[src/rtl/achain_pkg.sv]
package achain_pkg;
  localparam int OPT_SYNC_AB   = 0;
  localparam int OPT_ITC_INT   = 1;
  localparam int OPT_TC_INT    = 2;
  localparam int OPT_ITC_CHAIN = 3;
  localparam int OPT_TC_CHAIN  = 4;
  localparam int OPT_TCC_LSB   = 5;

  typedef enum logic [1:0] {MV_IDLE, MV_RD, MV_RSP, MV_WR} mv_state_e;
endpackage

[src/rtl/achain_rr.sv]
module achain_rr #(
  parameter int N = 4,
  localparam int IW = (N > 1) ? $clog2(N) : 1
) (
  input  logic          clk,
  input  logic          rst_n,
  input  logic [N-1:0]  req,
  input  logic          take,
  output logic [N-1:0]  grant,
  output logic [IW-1:0] idx
);
  logic [IW-1:0] ptr_q;
  int t;

  // search starts just after the last winner; nearest requester wins
  always_comb begin
    grant = '0;
    idx   = '0;
    t     = 0;
    for (int k = N; k >= 1; k--) begin
      t = int'(ptr_q) + k;
      if (t >= N) t = t - N;
      if (req[t[IW-1:0]]) begin
        grant = N'(1) << t[IW-1:0];
        idx   = t[IW-1:0];
      end
    end
  end

  always_ff @(posedge clk) begin
    if (!rst_n) ptr_q <= IW'(N - 1);
    else if (take) ptr_q <= idx;
  end

  assert_grant_in_req_R9: assert property (@(posedge clk) disable iff (!rst_n)
    (req != '0) |-> ($onehot(grant) && ((grant & ~req) == '0)));
endmodule

[src/rtl/achain_mover.sv]
module achain_mover
  import achain_pkg::*;
#(
  parameter int AW = 12,
  parameter int LW = 12
) (
  input  logic          clk,
  input  logic          rst_n,
  input  logic          start,
  input  logic [AW-1:0] src,
  input  logic [AW-1:0] dst,
  input  logic [LW-1:0] len,
  output logic          busy,
  output logic          done,
  output logic          rd_valid,
  input  logic          rd_ready,
  output logic [AW-1:0] rd_addr,
  input  logic          rsp_valid,
  output logic          rsp_ready,
  input  logic [7:0]    rsp_data,
  output logic          wr_valid,
  input  logic          wr_ready,
  output logic [AW-1:0] wr_addr,
  output logic [7:0]    wr_data
);
  mv_state_e     st_q;
  logic [AW-1:0] ra_q, wa_q;
  logic [LW-1:0] left_q;
  logic [7:0]    data_q;

  assign busy      = (st_q != MV_IDLE);
  assign rd_valid  = (st_q == MV_RD);
  assign rsp_ready = (st_q == MV_RSP);
  assign wr_valid  = (st_q == MV_WR);
  assign rd_addr   = ra_q;
  assign wr_addr   = wa_q;
  assign wr_data   = data_q;
  assign done      = wr_valid && wr_ready && (left_q == LW'(1));

  always_ff @(posedge clk) begin
    if (!rst_n) begin
      st_q   <= MV_IDLE;
      ra_q   <= '0;
      wa_q   <= '0;
      left_q <= '0;
      data_q <= '0;
    end else begin
      unique case (st_q)
        MV_IDLE: if (start) begin
          ra_q   <= src;
          wa_q   <= dst;
          left_q <= len;
          st_q   <= MV_RD;
        end
        MV_RD:  if (rd_ready) st_q <= MV_RSP;
        MV_RSP: if (rsp_valid) begin
          data_q <= rsp_data;
          st_q   <= MV_WR;
        end
        MV_WR:  if (wr_ready) begin
          ra_q   <= ra_q + AW'(1);
          wa_q   <= wa_q + AW'(1);
          left_q <= left_q - LW'(1);
          st_q   <= (left_q == LW'(1)) ? MV_IDLE : MV_RD;
        end
        default: st_q <= MV_IDLE;
      endcase
    end
  end

  assert_rd_hold_R10: assert property (@(posedge clk) disable iff (!rst_n)
    (rd_valid && !rd_ready) |=> (rd_valid && $stable(rd_addr)));
  assert_wr_hold_R10: assert property (@(posedge clk) disable iff (!rst_n)
    (wr_valid && !wr_ready) |=> (wr_valid && $stable(wr_addr) && $stable(wr_data)));
  assert_len_live_R3: assert property (@(posedge clk) disable iff (!rst_n)
    busy |-> (left_q != '0));
endmodule

[src/rtl/achain_dma.sv]
module achain_dma
  import achain_pkg::*;
#(
  parameter int NCH = 4,
  parameter int AW  = 12,
  parameter int ACW = 8,
  parameter int BCW = 4,
  parameter int CCW = 4,
  localparam int CHW  = (NCH > 1) ? $clog2(NCH) : 1,
  localparam int OPTW = OPT_TCC_LSB + CHW,
  localparam int LW   = ACW + BCW
) (
  input  logic            clk,
  input  logic            rst_n,
  input  logic            cfg_we,
  input  logic [CHW-1:0]  cfg_ch,
  input  logic [AW-1:0]   cfg_src,
  input  logic [AW-1:0]   cfg_dst,
  input  logic [ACW-1:0]  cfg_acnt,
  input  logic [BCW-1:0]  cfg_bcnt,
  input  logic [CCW-1:0]  cfg_ccnt,
  input  logic [OPTW-1:0] cfg_opt,
  input  logic [NCH-1:0]  evt_set,
  output logic [NCH-1:0]  evt_pend,
  input  logic [NCH-1:0]  int_clr,
  output logic [NCH-1:0]  int_pend,
  input  logic [NCH-1:0]  err_clr,
  output logic [NCH-1:0]  err_pend,
  output logic            busy,
  output logic            rd_valid,
  input  logic            rd_ready,
  output logic [AW-1:0]   rd_addr,
  input  logic            rsp_valid,
  output logic            rsp_ready,
  input  logic [7:0]      rsp_data,
  output logic            wr_valid,
  input  logic            wr_ready,
  output logic [AW-1:0]   wr_addr,
  output logic [7:0]      wr_data
);
  logic [AW-1:0]   src_q  [NCH];
  logic [AW-1:0]   dst_q  [NCH];
  logic [ACW-1:0]  acnt_q [NCH];
  logic [BCW-1:0]  bcnt_q [NCH];
  logic [BCW-1:0]  brl_q  [NCH];
  logic [CCW-1:0]  ccnt_q [NCH];
  logic [OPTW-1:0] opt_q  [NCH];
  logic [NCH-1:0]  act_q, pend_q, err_q, int_q;
  logic [CHW-1:0]  cur_q;

  logic            mv_busy, mv_done, start;
  logic [NCH-1:0]  grant;
  logic [CHW-1:0]  gidx;
  logic [LW-1:0]   start_len, done_len;
  logic [OPTW-1:0] cur_opt;
  logic            last_w;
  logic [CHW-1:0]  tcc_w;
  logic [NCH-1:0]  chain_vec, int_vec, act_next, evt_all, evt_ok, evt_bad;

  function automatic logic [LW-1:0] span(input logic ab, input logic [ACW-1:0] a,
                                         input logic [BCW-1:0] b);
    return ab ? LW'(a) * LW'(b) : LW'(a);
  endfunction

  assign cur_opt   = opt_q[cur_q];
  assign start     = !mv_busy && (pend_q != '0);
  assign start_len = span(opt_q[gidx][OPT_SYNC_AB], acnt_q[gidx], bcnt_q[gidx]);
  assign done_len  = span(cur_opt[OPT_SYNC_AB], acnt_q[cur_q], bcnt_q[cur_q]);

  always_comb begin
    last_w = cur_opt[OPT_SYNC_AB] ? (ccnt_q[cur_q] == CCW'(1))
           : ((bcnt_q[cur_q] == BCW'(1)) && (ccnt_q[cur_q] == CCW'(1)));
    tcc_w  = cur_opt[OPT_TCC_LSB +: CHW];
    chain_vec = (mv_done && (last_w ? cur_opt[OPT_TC_CHAIN] : cur_opt[OPT_ITC_CHAIN]))
              ? (NCH'(1) << tcc_w) : '0;
    int_vec   = (mv_done && (last_w ? cur_opt[OPT_TC_INT] : cur_opt[OPT_ITC_INT]))
              ? (NCH'(1) << tcc_w) : '0;
    act_next = act_q;
    if (mv_done && last_w) act_next[cur_q] = 1'b0;
    if (cfg_we) act_next[cfg_ch] = (cfg_acnt != '0) && (cfg_bcnt != '0) && (cfg_ccnt != '0);
    evt_all = evt_set | chain_vec;
    evt_ok  = evt_all & act_next;
    evt_bad = evt_all & ~act_next;
  end

  always_ff @(posedge clk) begin
    if (!rst_n) begin
      for (int i = 0; i < NCH; i++) begin
        src_q[i]  <= '0;
        dst_q[i]  <= '0;
        acnt_q[i] <= '0;
        bcnt_q[i] <= '0;
        brl_q[i]  <= '0;
        ccnt_q[i] <= '0;
        opt_q[i]  <= '0;
      end
      act_q  <= '0;
      pend_q <= '0;
      err_q  <= '0;
      int_q  <= '0;
      cur_q  <= '0;
    end else begin
      act_q  <= act_next;
      pend_q <= ((pend_q & ~(start ? grant : '0)) | evt_ok) & act_next;
      err_q  <= (err_q & ~err_clr) | evt_bad;
      int_q  <= (int_q & ~int_clr) | int_vec;
      if (start) cur_q <= gidx;
      if (mv_done) begin
        src_q[cur_q] <= src_q[cur_q] + AW'(done_len);
        dst_q[cur_q] <= dst_q[cur_q] + AW'(done_len);
        if (cur_opt[OPT_SYNC_AB] || (bcnt_q[cur_q] == BCW'(1))) begin
          bcnt_q[cur_q] <= brl_q[cur_q];
          ccnt_q[cur_q] <= ccnt_q[cur_q] - CCW'(1);
        end else begin
          bcnt_q[cur_q] <= bcnt_q[cur_q] - BCW'(1);
        end
      end
      if (cfg_we) begin
        src_q[cfg_ch]  <= cfg_src;
        dst_q[cfg_ch]  <= cfg_dst;
        acnt_q[cfg_ch] <= cfg_acnt;
        bcnt_q[cfg_ch] <= cfg_bcnt;
        brl_q[cfg_ch]  <= cfg_bcnt;
        ccnt_q[cfg_ch] <= cfg_ccnt;
        opt_q[cfg_ch]  <= cfg_opt;
      end
    end
  end

  achain_rr #(.N(NCH)) u_arb (
    .clk(clk), .rst_n(rst_n), .req(pend_q), .take(start), .grant(grant), .idx(gidx)
  );

  achain_mover #(.AW(AW), .LW(LW)) u_mover (
    .clk(clk), .rst_n(rst_n), .start(start),
    .src(src_q[gidx]), .dst(dst_q[gidx]), .len(start_len),
    .busy(mv_busy), .done(mv_done),
    .rd_valid(rd_valid), .rd_ready(rd_ready), .rd_addr(rd_addr),
    .rsp_valid(rsp_valid), .rsp_ready(rsp_ready), .rsp_data(rsp_data),
    .wr_valid(wr_valid), .wr_ready(wr_ready), .wr_addr(wr_addr), .wr_data(wr_data)
  );

  assign evt_pend = pend_q;
  assign int_pend = int_q;
  assign err_pend = err_q;
  assign busy     = mv_busy;

  assert_pend_clear_R2: assert property (@(posedge clk) disable iff (!rst_n)
    (start && ((evt_ok & grant) == '0)) |=> ((pend_q & $past(grant)) == '0));

  for (genvar i = 0; i < NCH; i++) begin : g_chk
    assert_int_sticky_R8: assert property (@(posedge clk) disable iff (!rst_n)
      $fell(int_q[i]) |-> $past(int_clr[i]));
    assert_err_sticky_R11: assert property (@(posedge clk) disable iff (!rst_n)
      $fell(err_q[i]) |-> $past(err_clr[i]));
    assert_err_cause_R5: assert property (@(posedge clk) disable iff (!rst_n)
      $rose(err_q[i]) |-> $past(evt_set[i] | chain_vec[i]));
  end
endmodule

[config.mk]
export PLATFORM = sky130hd
export DESIGN_NAME = achain_dma
export DESIGN_NICKNAME = d
export VERILOG_FILES = /design/src/rtl/achain_pkg.sv /design/src/rtl/achain_rr.sv /design/src/rtl/achain_mover.sv /design/src/rtl/achain_dma.sv
export SDC_FILE = /design/constraint.sdc
export NUM_CORES = 1
export LEC_CHECK = 0
export ABC_AREA = 0
export BUFFER_PORTS_ARGS = -buffer_cell sky130_fd_sc_hd__buf_2
export CELL_PAD_IN_SITES_DETAIL_PLACEMENT = 0
export CELL_PAD_IN_SITES_GLOBAL_PLACEMENT = 1
export CORE_MARGIN = 1
export CORE_UTILIZATION = 50
export CTS_BUF_LIST = sky130_fd_sc_hd__clkbuf_8
export DETAILED_ROUTE_END_ITERATION = 8
export GPL_ROUTABILITY_DRIVEN = 0
export PLACE_DENSITY = 0.83
export SLEW_MARGIN = 20
export SYNTH_ARGS = -nofsm -noshare
export SYNTH_HDL_FRONTEND = slang
export SYNTH_SLANG_ARGS = --single-unit
export TNS_END_PERCENT = 100
[constraint.sdc]
create_clock -name clk -period 8.4 [get_ports clk]
set_input_delay 1.26 -clock clk [delete_from_list [all_inputs] [get_ports clk]]
set_output_delay 1.26 -clock clk [all_outputs]
set_load 0.1 [all_outputs]
==> impl_results.md, run 1 <==
- Outcome: completed
- FILL cells: just over 3000
- Total grt overflow: 0
- Post-Route WL: around 53000 um
- Cells after Synth: 1806
- Power Total: 0.005152 W
- Top post-synthesis cells by area: edfxtp_1 (35%), dfxtp_1 (7.7%), nand2_1 (7.2%)
- Yosys top cell by area: edfxtp_1
- Clock-pin slew on the worst setup and hold paths: 0.06 ns
- Dominant synthesized flop cell: edfxtp_1
- Area post-placement: 0.01859 mm2
- Num ports: between 100 and 150
- Clock group share of total power: 23.3%
- Antenna-violating nets left: 0
- Critical Path End: u_mover.left_q[10]
- Post-route setup TNS: 0 ns
- Setup crit start kind: flop
- Setup crit start: u_arb.ptr_q[0]
- Combinational share of power: 43.1%
- Final setup fails: 0
- Slowest stage cell, crit path: dfxtp_1
- TritonCTS clock tree: yes
- Routed wire per std cell: 22.04 um
- Met3 wire length: around 5300 um
- Hold-fix buffers, CTS: 0
- Worst path cell trace: inv_1, ha_1, nand4bb_1, o311ai_1, a21oi_4, buf_4, nand2_1, and3_1, a31oi_1, nand2_1, fa_1, fa_1, inv_1, fa_1, a21o_1, a21oi_1, nor2b_1, o21a_1, o41a_1, xor2_1, nand3_1, a21oi_1
- R2R depth: 22
- Initial antenna violation count: 1
- Vert. Die Dim: 189.7 um
- Core area: 0.03463 mm2
- R2R setup slack: 1.56 ns
- CP top delay family: compound AO/OA/AOI/OAI gates
- Endpoints failing hold: 0
- Via count: ~15000
- Initial drt markers: approximately 1400
- DR top layer: met5
- Htree depth: 2
- Max stage delay on crit path: 0.78 ns
- Async SR Flop Fraction: 0%
- Die X: between 150 and 200 um
- Final Max Slew Viols: 0
- Vias in the first global route: 14170
- Worst EP required: 8.92 ns
- Post_cts resized: 0
- Type of destination of the critical path: flop
- CTS Buf Count: 47
- Final period util: 81.42%
- Largest net degree at the start of global routing: 60
- Clk Latency, worst-skew pair: 0.60 ns
- Synth top cells by count: nand2_1 (339), edfxtp_1 (204), o21ai_0 (94)
- Synth top area share: a little over a third
- Initial Utilization: roughly half
- Share of cells above drive strength 1: between 10% and 20%
- First-pass GRT wire length: roughly 81000 um
- Mapped cell area: 0.01761 mm2
- Max Root-Sink Buffers: 3
- Skew final: approximately 0.02 ns
- M1 WL: between 20000 and 25000 um
- Crit path DAT: about 7.4 ns
- Port Buffers: approximately 120
- Yosys cell types: between 80 and 90
- Most frequent cell after synthesis: nand2_1
- Die area: between 0.03 and 0.04 mm2
- Critical path class: reg -> reg
- DR WL met2: 23590 um
- Final Cell Area: 0.01951 mm2
- Ant. Diodes: 0
- Int Pwr: 0.002959 W
- Yosys Warn Count: 0
- R2r startpoint: u_arb.ptr_q[0]
- Cell Pwr Density: 264.0 mW/mm2
- Seq pwr share: 33.6%
- DR DRC count: 0
- Clk sinks: 272
- Switching pwr: approximately 0.0022 W
- Synth Register Bits: between 200 and 300
- Non-Filler Instances: 2389
- CP most frequent cell: fa_1
- Post-place setup slack: 1.657 ns
- FMAX: 146.2 MHz
- PnR worst setup slack: 1.561 ns
- Placed cells: between 2000 and 2500
- Seq/Total Area, Yosys: 42.52%
- Leakage: 7.858 nW
- GRT Util Overall: between 20% and 30%
- Buffer count from post-CTS setup fixing: 0
- Max IR drop VDD: around 0.00028 V
- RSZ-0062 raised after global routing: false
- Reg2reg end: u_mover.left_q[10]
- Crit path depth: 22
- Hold path start: u_mover.wr_data[5]
- Crit path max fanout: 25
- Area Overhead vs Synth: 10.82%
- Actual slew at the worst max-slew pin: around 1.1 ns
- Max-slew headroom: between 20% and 30%
- Crit path buf inv count: 3
- Synthesized Nets: 1981
- Rows: 68
- Hold Crit Class: reg -> reg
- EDFF count, synth: approximately 200
- DR pass1 iterations: 5
- Dpl hpwl: between 30000 and 40000 um
- Period minus WS final: 6.839 ns
- CTS root buf: clkbuf_8
- Switching part of the total power: 42.56%
- Nets: 2071
- Max cap viols: 0
- Mean Syn Cell Area: approximately 9.7 um2
- Avg Vias per Cell: 6.160
## metal layers
metal  global-route usage, %  up-vias
li1                        -     6815
met1                   40.95     7116
met2                   45.27      701
met3                   7.508       83
met4                   8.654        2
met5                       0        -
## worst min-delay path by stage
stage                         end  slack (ns)  depth (start not counted)
2_1_floorplan   u_mover.left_q[1]        0.47                          2
3_3_place_gp   u_mover.wr_data[4]        0.44                          2
3_5_place_dp   u_mover.wr_data[6]        0.45                          2
4_1_cts        u_mover.wr_data[6]        0.45                          2
5_1_grt        u_mover.wr_data[4]        0.47                          2
6_report       u_mover.wr_data[5]        0.45                          2
## worst reg2reg max path, delay by kind of cell (launching register included)
family / cells / cell delay, ns
AO/OA/AOI/OAI: 8 / 2.37
adder cells (fa/ha/maj): 4 / 2.00
flip-flops: 1 / 0.78
AND/OR/NAND/NOR: 6 / 0.76
buffers and inverters: 3 / 0.73
XOR/XNOR: 1 / 0.14
## logic make-up after synthesis
logic type / after synthesis / share of synthesized area (%)
AO/OA/AOI/OAI: 420 / 15.90
XOR/XNOR: 37 / 1.841
adder cells (fa/ha/maj): 100 / 8.215
buffers and inverters: 180 / 4.214
flip-flops: 272 / 42.52
multiplexers: 68 / 7.590
AND/OR/NAND/NOR: 729 / 19.72
## power by group through the flow
stage               logic, W  clock network, W  registers [W]
floorplan            0.00140                 0        0.00202
global placement     0.00216                 0        0.00175
detailed placement   0.00219                 0        0.00176
CTS                  0.00220           0.00121        0.00173
global route         0.00242           0.00127        0.00175
finish               0.00222           0.00120        0.00173
## placed cells by master (no fill, tap or decap), types with 59 or more instances in the layout
| cell type | instances |
|---|---|
| nand2_1 | 339 |
| edfxtp_1 | 204 |
| buf_2 | 122 |
| o21ai_0 | 94 |
| a21oi_1 | 91 |
| inv_1 | 88 |
| and2_1 | 86 |
| ha_1 | 73 |
| nand3_1 | 70 |
| and3_1 | 67 |
| dfxtp_1 | 66 |
| nor2_1 | 59 |
## per-stage QoR
stage | utilization [%] | hold slack (ns)
finish | 56.34 | 0.4501
global route | 56.34 | 0.4659
CTS | 56.34 | 0.4543
detailed placement | 53.69 | 0.4457
global placement | 53.69 | 0.4391
floorplan | - | 0.4745
## flip-flops by register name, indices dropped and copies added (netlist names), named ones only
name,count
dst_q,48
act_q,4
brl_q,16
ccnt_q,16
u_mover.wr_data,8
int_pend,4
src_q,48
opt_q,28
bcnt_q,16
evt_pend,4
u_mover.wr_addr,12
acnt_q,32
u_mover.left_q,12
cur_q,2
err_pend,4
u_arb.ptr_q,2
u_mover.st_q,2
u_mover.rd_addr,12
## cell type report
| cell class | count | area (um2) | area share, % |
|---|---|---|---|
| clock buffers | 52 | 715.7 | 3.668 |
| clock inverters | 35 | 205.2 | 1.052 |
| inverters | 70 | 262.8 | 1.347 |
| multi-input cells | 1354 | 9440 | 48.38 |
| flip-flops and latches | 272 | 7490 | 38.39 |
| well taps | 455 | 569.3 | 2.918 |
| repair buffers | 151 | 828.3 | 4.245 |
No activity file was read; power rests on OpenSTA's default activity.
==> run 2, diff against run 1 <==
==> constraint.sdc (replaced) <==
create_clock -name clk -period 6.3 [get_ports clk]
set_input_delay 0.945 -clock clk [delete_from_list [all_inputs] [get_ports clk]]
set_output_delay 0.945 -clock clk [all_outputs]
set_load 0.1 [all_outputs]
==> run 2 against run 1 <==
Against the previous run:
- worst setup slack got worse by 1.2 ns
- cell area rose by 1.4%
- fmax rose by 14%
- cell count rose by 0.75%
- hold slack improved by 0.0036 ns
- clock power rose by 47%
- sequential share of layout area fell by 0.53 points
- critical endpoint is now u_mover.left_q[11]
- largest cell class unchanged
- largest power group unchanged
==> impl_results.md, run 2 (same netlist as run 1, synthesis figures left out) <==
- Worst EP required: 6.86 ns (was 8.92 ns)
- Area Overhead vs Synth: 12.37% (was 10.82%)
- Actual slew at the worst max-slew pin: 1.165 ns (was 1.146 ns)
- Htree depth: 2 (unchanged)
- Core area: 0.03463 mm2 (unchanged)
- First-pass GRT wire length: 81690 um (was 81060 um)
- Endpoints failing hold: 0 (unchanged)
- Initial drt markers: 1485 (was 1359)
- Most common cell after layout, fill and taps aside: nand2_1 (unchanged)
- Final period util: 94.95% (was 81.42%)
- Skew final: 0.02970 ns (was 0.02046 ns)
- Max IR drop VDD: 0.0002890 V (was 0.0002770 V)
- Post-route setup TNS: 0 ns (unchanged)
- M1 GR Usage: 41.88% (was 40.95%)
- Avg Vias per Cell: 6.156 (was 6.160)
- TritonCTS clock tree: yes (unchanged)
- Max-slew headroom: 22.34% (was 23.57%)
- Placed cells: 2313 (was 2302)
- Hold path start: u_mover.wr_data[5] (unchanged)
- Clk sinks: 272 (unchanged)
- Crit path max fanout: 11 (was 25)
- Clk Latency, worst-skew pair: 0.63 ns (was 0.60 ns)
- Die X: 189.7 um (unchanged)
- Outcome: completed (unchanged)
- R2r startpoint: u_arb.ptr_q[1] (was u_arb.ptr_q[0])
- Port Buffers: 122 (unchanged)
- Final setup fails: 0 (unchanged)
- Period minus WS final: 5.982 ns (was 6.839 ns)
- CTS Buf Count: 48 (was 47)
- Commonest non-fill, non-tap cells in the layout: nand2_1 (339), edfxtp_1 (204), buf_2 (122) (unchanged)
- Num ports: 123 (unchanged)
- Share of cells above drive strength 1: 17.38% (was 16.29%)
- Antenna-violating nets left: 0 (unchanged)
- Critical path class: reg -> reg (unchanged)
- Clock-pin slew on the worst setup and hold paths: 0.07 ns (was 0.06 ns)
- Post-Route WL: 52880 um (was 52670 um)
- Largest net degree at the start of global routing: 60 (unchanged)
- Crit path DAT: 6.54 ns (was 7.36 ns)
- FMAX: 167.2 MHz (was 146.2 MHz)
- Max cap viols: 0 (unchanged)
- Hold-fix buffers, CTS: 0 (unchanged)
- Hold Crit Class: reg -> reg (unchanged)
- Max Root-Sink Buffers: 3 (unchanged)
- Die area: 0.03597 mm2 (unchanged)
- Regs by FF count: dst_q x48, src_q x48, acnt_q x32 (unchanged)
- GRT Util Overall: 29.55% (was 29.43%)
- Vert. Die Dim: 189.7 um (unchanged)
- Setup crit start kind: flop (unchanged)
- Routed wire per std cell: 21.97 um (was 22.04 um)
- Final Max Slew Viols: 0 (unchanged)
- Via count: 14820 (was 14720)
- DR pass1 iterations: 6 (was 5)
- Rows: 68 (unchanged)
- Total grt overflow: 0 (unchanged)
- Non-Filler Instances: 2407 (was 2389)
- FILL cells: 3019 (was 3076)
- Hold_ws: 0.4537 ns (was 0.4501 ns)
- Cell Pwr Density: 355.8 mW/mm2 (was 264.0 mW/mm2)
- Nets: 2086 (was 2071)
- Met3 GRT Util: 4.593% (was 7.508%)
- Leakage: 7.940 nW (was 7.858 nW)
- Multi-input gate area: 0.009479 mm2 (was 0.009440 mm2)
- Met2 Use GR: 46.00% (was 45.27%)
- DR DRC count: 0 (unchanged)
- Vias in the first global route: 14290 (was 14170)
- GR peak layer: met2 (unchanged)
- Register area: 0.007490 mm2 (unchanged)
- Setup crit start: u_arb.ptr_q[1] (was u_arb.ptr_q[0])
- CTS root buf: clkbuf_8 (unchanged)
- Initial antenna violation count: 1 (unchanged)
- Type of destination of the critical path: flop (unchanged)
- Dpl hpwl: 36340 um (was 36410 um)
- Initial Utilization: 50.85% (unchanged)
run 2: per-stage QoR:
| stage | util [%] | setup WS (ns) | total power (W) | cell area [um2] |
|---|---|---|---|---|
| 6_report | 57.14 | 0.3184 | 0.007039 | 19790 |
| 5_1_grt | 57.14 | -0.01512 | 0.007435 | 19790 |
| 2_1_floorplan | - | 0.09258 | 0.004555 | 17610 |
| 3_5_place_dp | 53.91 | 0.1828 | 0.005261 | 18670 |
| 4_1_cts | 56.87 | 0.1544 | 0.007016 | 19690 |
| 3_3_place_gp | 53.91 | 0.2118 | 0.005210 | 18670 |
run 2: area by class of cell:
class	instances	area share, %
antenna	1	0.01265
clock buffer	53	3.687
clock inverter	37	1.486
inverter	70	1.328
multi-input combinational	1354	47.91
sequential	272	37.85
tap	455	2.877
timing repair buffer	165	4.844
run 2: path summary, 6_finish.rpt:
check / endpoint / slack (ns) / cells past startpoint
setup / recovery: u_mover.left_q[11] / 0.32 / 21
hold / removal: u_mover.wr_data[5] / 0.45 / 2
setup reg to reg: u_mover.left_q[11] / 0.32 / 21
hold reg to reg: u_mover.wr_data[5] / 0.45 / 2
run 2: worst max-delay path, cell delays in order, from the launching register on:
cell and delay (ns):
dfxtp_1 0.33, inv_1 0.14, ha_1 0.54, mux2_4 0.35
a21oi_1 0.20, o211ai_1 0.20, a21o_1 0.38, and3_1 0.24
a31oi_2 0.47, nand2_1 0.14, fa_1 0.47, fa_1 0.48
inv_1 0.06, ha_1 0.27, a21oi_1 0.08, o21ai_0 0.22
a2111oi_0 0.14, or3_1 0.43, o21ai_0 0.27, xor2_1 0.21
nand3_1 0.09, a21oi_1 0.18
run 2: routing by layer:
metal / vias up / routed length, um / part of all wire, %
met2: 659 / 24260 / 46
met4: 0 / 1365 / 2.6
met5: - / 0 / 0
met1: 7229 / 22450 / 42
li1: 6846 / - / -
met3: 84 / 4808 / 9.1
run 2: repair_timing:
item / 4_1_cts / 5_1_grt
endpoints found under the setup margin: 0 / 8
setup buffers: 0 / 3
gates resized for setup: 0 / 6
run 2: power by group:
part | internal (W) | switching [W] | total (W) | leakage (nW)
sequential | 0.00213 | 0.000162 | 0.00229 | 2.59
combinational | 0.000994 | 0.00200 | 0.00299 | 4.80
clock | 0.000983 | 0.000778 | 0.00176 | 0.547
==> run 3, diff against run 2 <==
--- a/config.mk
+++ b/config.mk
@@ -9,12 +9,13 @@
 export BUFFER_PORTS_ARGS = -buffer_cell sky130_fd_sc_hd__buf_2
 export CELL_PAD_IN_SITES_DETAIL_PLACEMENT = 0
 export CELL_PAD_IN_SITES_GLOBAL_PLACEMENT = 1
-export CORE_MARGIN = 1
+export CORE_MARGIN = 10
 export CORE_UTILIZATION = 50
 export CTS_BUF_LIST = sky130_fd_sc_hd__clkbuf_8
 export DETAILED_ROUTE_END_ITERATION = 8
 export GPL_ROUTABILITY_DRIVEN = 0
 export PLACE_DENSITY = 0.83
+export REMOVE_ABC_BUFFERS = 1
 export SLEW_MARGIN = 20
 export SYNTH_ARGS = -nofsm -noshare
 export SYNTH_HDL_FRONTEND = slang
==> run 3 against run 2 <==
Against the previous run:
- via count decreased by 0.38%
- global-route usage decreased by 5.8 points
- clock skew up 0.0061 ns
- register-to-register slack improved by 0.12 ns
- total power down 2.6%
- critical path depth is 1 higher
- clock power shrank 11%
- cell count is essentially flat
- cell area shrank 0.53%
- fmax rose by 2.1%
- critical path type unchanged
- largest power group unchanged
- highest routed layer unchanged
==> impl_results.md, run 3 (same netlist as run 1, synthesis figures left out) <==
- Outcome: completed (unchanged)
- Area Overhead vs Synth: 11.78% (was 12.37%)
- DR DRC count: 0 (unchanged)
- Largest net degree at the start of global routing: 56 (was 60)
- Setup crit start: u_arb.ptr_q[1] (unchanged)
- PnR worst setup slack: 0.4408 ns (was 0.3184 ns)
- Post-Route WL: 53440 um (was 52880 um)
- Total grt overflow: 0 (unchanged)
- Initial antenna violation count: 0 (was 1)
- Non-Filler Instances: 2408 (was 2407)
- Final period util: 93.00% (was 94.95%)
- Max IR drop VDD: 0.0002595 V (was 0.0002890 V)
- Placed cells: 2314 (was 2313)
- Slowest stage cell, crit path: fa_1 (was ha_1)
- Ant. Diodes: 0 (was 1)
- CTS root buf: clkbuf_8 (unchanged)
- Regs by FF count: dst_q x48, src_q x48, acnt_q x32 (unchanged)
- Most common cell after layout, fill and taps aside: nand2_1 (unchanged)
- Clk Latency, worst-skew pair: 0.62 ns (was 0.63 ns)
- R2r startpoint: u_arb.ptr_q[1] (unchanged)
- FILL cells: 2987 (was 3019)
- Hold Crit Class: reg -> reg (unchanged)
- Worst path cell trace: inv_1, ha_4, mux2_4, a21oi_1, o211ai_1, a21o_2, buf_4, and3_1, a31oi_2, nand2_1, fa_1, fa_1, inv_1, fa_1, a21o_1, a21oi_1, nor2b_1, o21a_1, o41a_1, xor2_1, nand3_1, a21oi_1 (was inv_1, ha_1, mux2_4, a21oi_1, o211ai_1, a21o_1, and3_1, a31oi_2, nand2_1, fa_1, fa_1, inv_1, ha_1, a21oi_1, o21ai_0, a2111oi_0, or3_1, o21ai_0, xor2_1, nand3_1, a21oi_1)
- DR pass1 iterations: 6 (unchanged)
- GRT Util Overall: 23.74% (was 29.55%)
- Num ports: 123 (unchanged)
- Die X: 207.7 um (was 189.7 um)
- FMAX: 170.7 MHz (was 167.2 MHz)
- Area post-placement: 0.01868 mm2 (was 0.01867 mm2)
- Endpoints failing hold: 0 (unchanged)
- Port Buffers: 122 (unchanged)
- Rows: 68 (unchanged)
- Power Total: 0.006857 W (was 0.007039 W)
- Period minus WS final: 5.859 ns (was 5.982 ns)
- Cell Pwr Density: 348.4 mW/mm2 (was 355.8 mW/mm2)
- Vert. Die Dim: 207.7 um (was 189.7 um)
- Commonest non-fill, non-tap cells in the layout: nand2_1 (339), edfxtp_1 (204), buf_2 (122) (unchanged)
- TritonCTS clock tree: yes (unchanged)
- Crit path buf inv count: 3 (was 2)
- Final Cell Area: 0.01968 mm2 (was 0.01979 mm2)
- CTS Buf Count: 48 (unchanged)
- Initial Utilization: 50.85% (unchanged)
- Htree depth: 2 (unchanged)
- Hold path start: u_mover.wr_data[0] (was u_mover.wr_data[5])
- Final Max Slew Viols: 0 (unchanged)
- Avg Vias per Cell: 6.130 (was 6.156)
- Type of destination of the critical path: flop (unchanged)
- Worst EP required: 6.82 ns (was 6.86 ns)
- Initial drt markers: 1594 (was 1485)
- Setup crit start kind: flop (unchanged)
- Max cap viols: 0 (unchanged)
- CP top delay family: compound AO/OA/AOI/OAI gates (unchanged)
- Crit path DAT: 6.38 ns (was 6.54 ns)
- Skew final: 0.03579 ns (was 0.02970 ns)
- Post-route setup TNS: 0 ns (unchanged)
- Max Root-Sink Buffers: 3 (unchanged)
- Dpl hpwl: 37350 um (was 36340 um)
- Critical path class: reg -> reg (unchanged)
- Share of cells above drive strength 1: 17.51% (was 17.38%)
- Max stage delay on crit path: 0.49 ns (was 0.54 ns)
- Final setup fails: 0 (unchanged)
- Clk sinks: 272 (unchanged)
- Die area: 0.04312 mm2 (was 0.03597 mm2)
- Via count: 14760 (was 14820)
- Leakage: 7.908 nW (was 7.940 nW)
- Hold-fix buffers, CTS: 0 (unchanged)
- Nets: 2091 (was 2086)
- Clock-pin slew on the worst setup and hold paths: 0.06 ns (was 0.07 ns)
- Crit path max fanout: 21 (was 11)
- RSZ-0062 raised after global routing: false
- Routed wire per std cell: 22.19 um (was 21.97 um)
- Max-slew headroom: 29.50% (was 22.34%)
- Core area: 0.03463 mm2 (unchanged)
- Vias in the first global route: 14700 (was 14290)
- Antenna-violating nets left: 0 (unchanged)
- First-pass GRT wire length: 82660 um (was 81690 um)
- Actual slew at the worst max-slew pin: 1.058 ns (was 1.165 ns)
- Post-place setup slack: 0.1888 ns (was 0.1828 ns)
-- run 3: cell types whose count changed in the layout (fill, tap and decap cells not counted), moves of 2 or more --
cell       previous run  this run
buf_12                2         0
clkbuf_8             53        51
inv_1                75        78
a31oi_4               2         0
buf_4                41        47
bufinv_16             5         1
clkinv_2             10         8
a31oi_2               2         4
-- run 3: final cells by class --
| cell class | instances | area (um2) | area share [%] |
|---|---|---|---|
| clock buffers | 51 | 701.9 | 3.567 |
| clock inverters | 36 | 203.9 | 1.036 |
| inverters | 70 | 262.8 | 1.335 |
| multi-input cells | 1355 | 9485 | 48.20 |
| flip-flops and latches | 272 | 7493 | 38.08 |
| well taps | 455 | 569.3 | 2.893 |
| repair buffers | 169 | 963.4 | 4.895 |
-- run 3: per-stage QoR --
stage	hold WS, ns	util [%]
6_report	0.4507	56.83
5_1_grt	0.4706	56.83
4_1_cts	0.4542	56.55
3_5_place_dp	0.4470	53.93
3_3_place_gp	0.4410	53.92
2_1_floorplan	0.4745	-
-- run 3: path summary, 6_finish.rpt --
kind,cells after the start,slack [ns],end
setup reg to reg,22,0.44,u_mover.left_q[10]
hold reg to reg,2,0.45,u_mover.wr_data[0]
setup / recovery,22,0.44,u_mover.left_q[10]
hold / removal,2,0.45,u_mover.wr_data[0]
-- run 3: worst min-delay path, delay by kind of cell, from the launching register on --
kind / cells / cell delay, ns
compound gates: 1 / 0.05
flops: 1 / 0.30
simple gates: 1 / 0.05
-- run 3: routing by layer --
metal | vias up | global-route usage [%] | wire, um
li1 | 6865 | - | -
met1 | 7079 | 31.23 | 22430
met2 | 716 | 37.60 | 24590
met3 | 102 | 5.596 | 4984
met4 | 0 | 8.244 | 1433
met5 | - | 0 | 0
-- run 3: power by group --
part / switching (W) / total, W / internal (W)
sequential: 0.000168 / 0.00229 / 0.00213
combinational: 0.00200 / 0.00299 / 0.000997
clock: 0.000768 / 0.00157 / 0.000800
total: 0.00293 / 0.00686 / 0.00392
-- run 3: what timing repair did --
item / 4_1_cts / 5_1_grt
buffers inserted: 0 / 6
endpoints found under the setup margin: 0 / 12
gates resized for setup: 0 / 10
endpoints found under the hold margin: 0 / 0
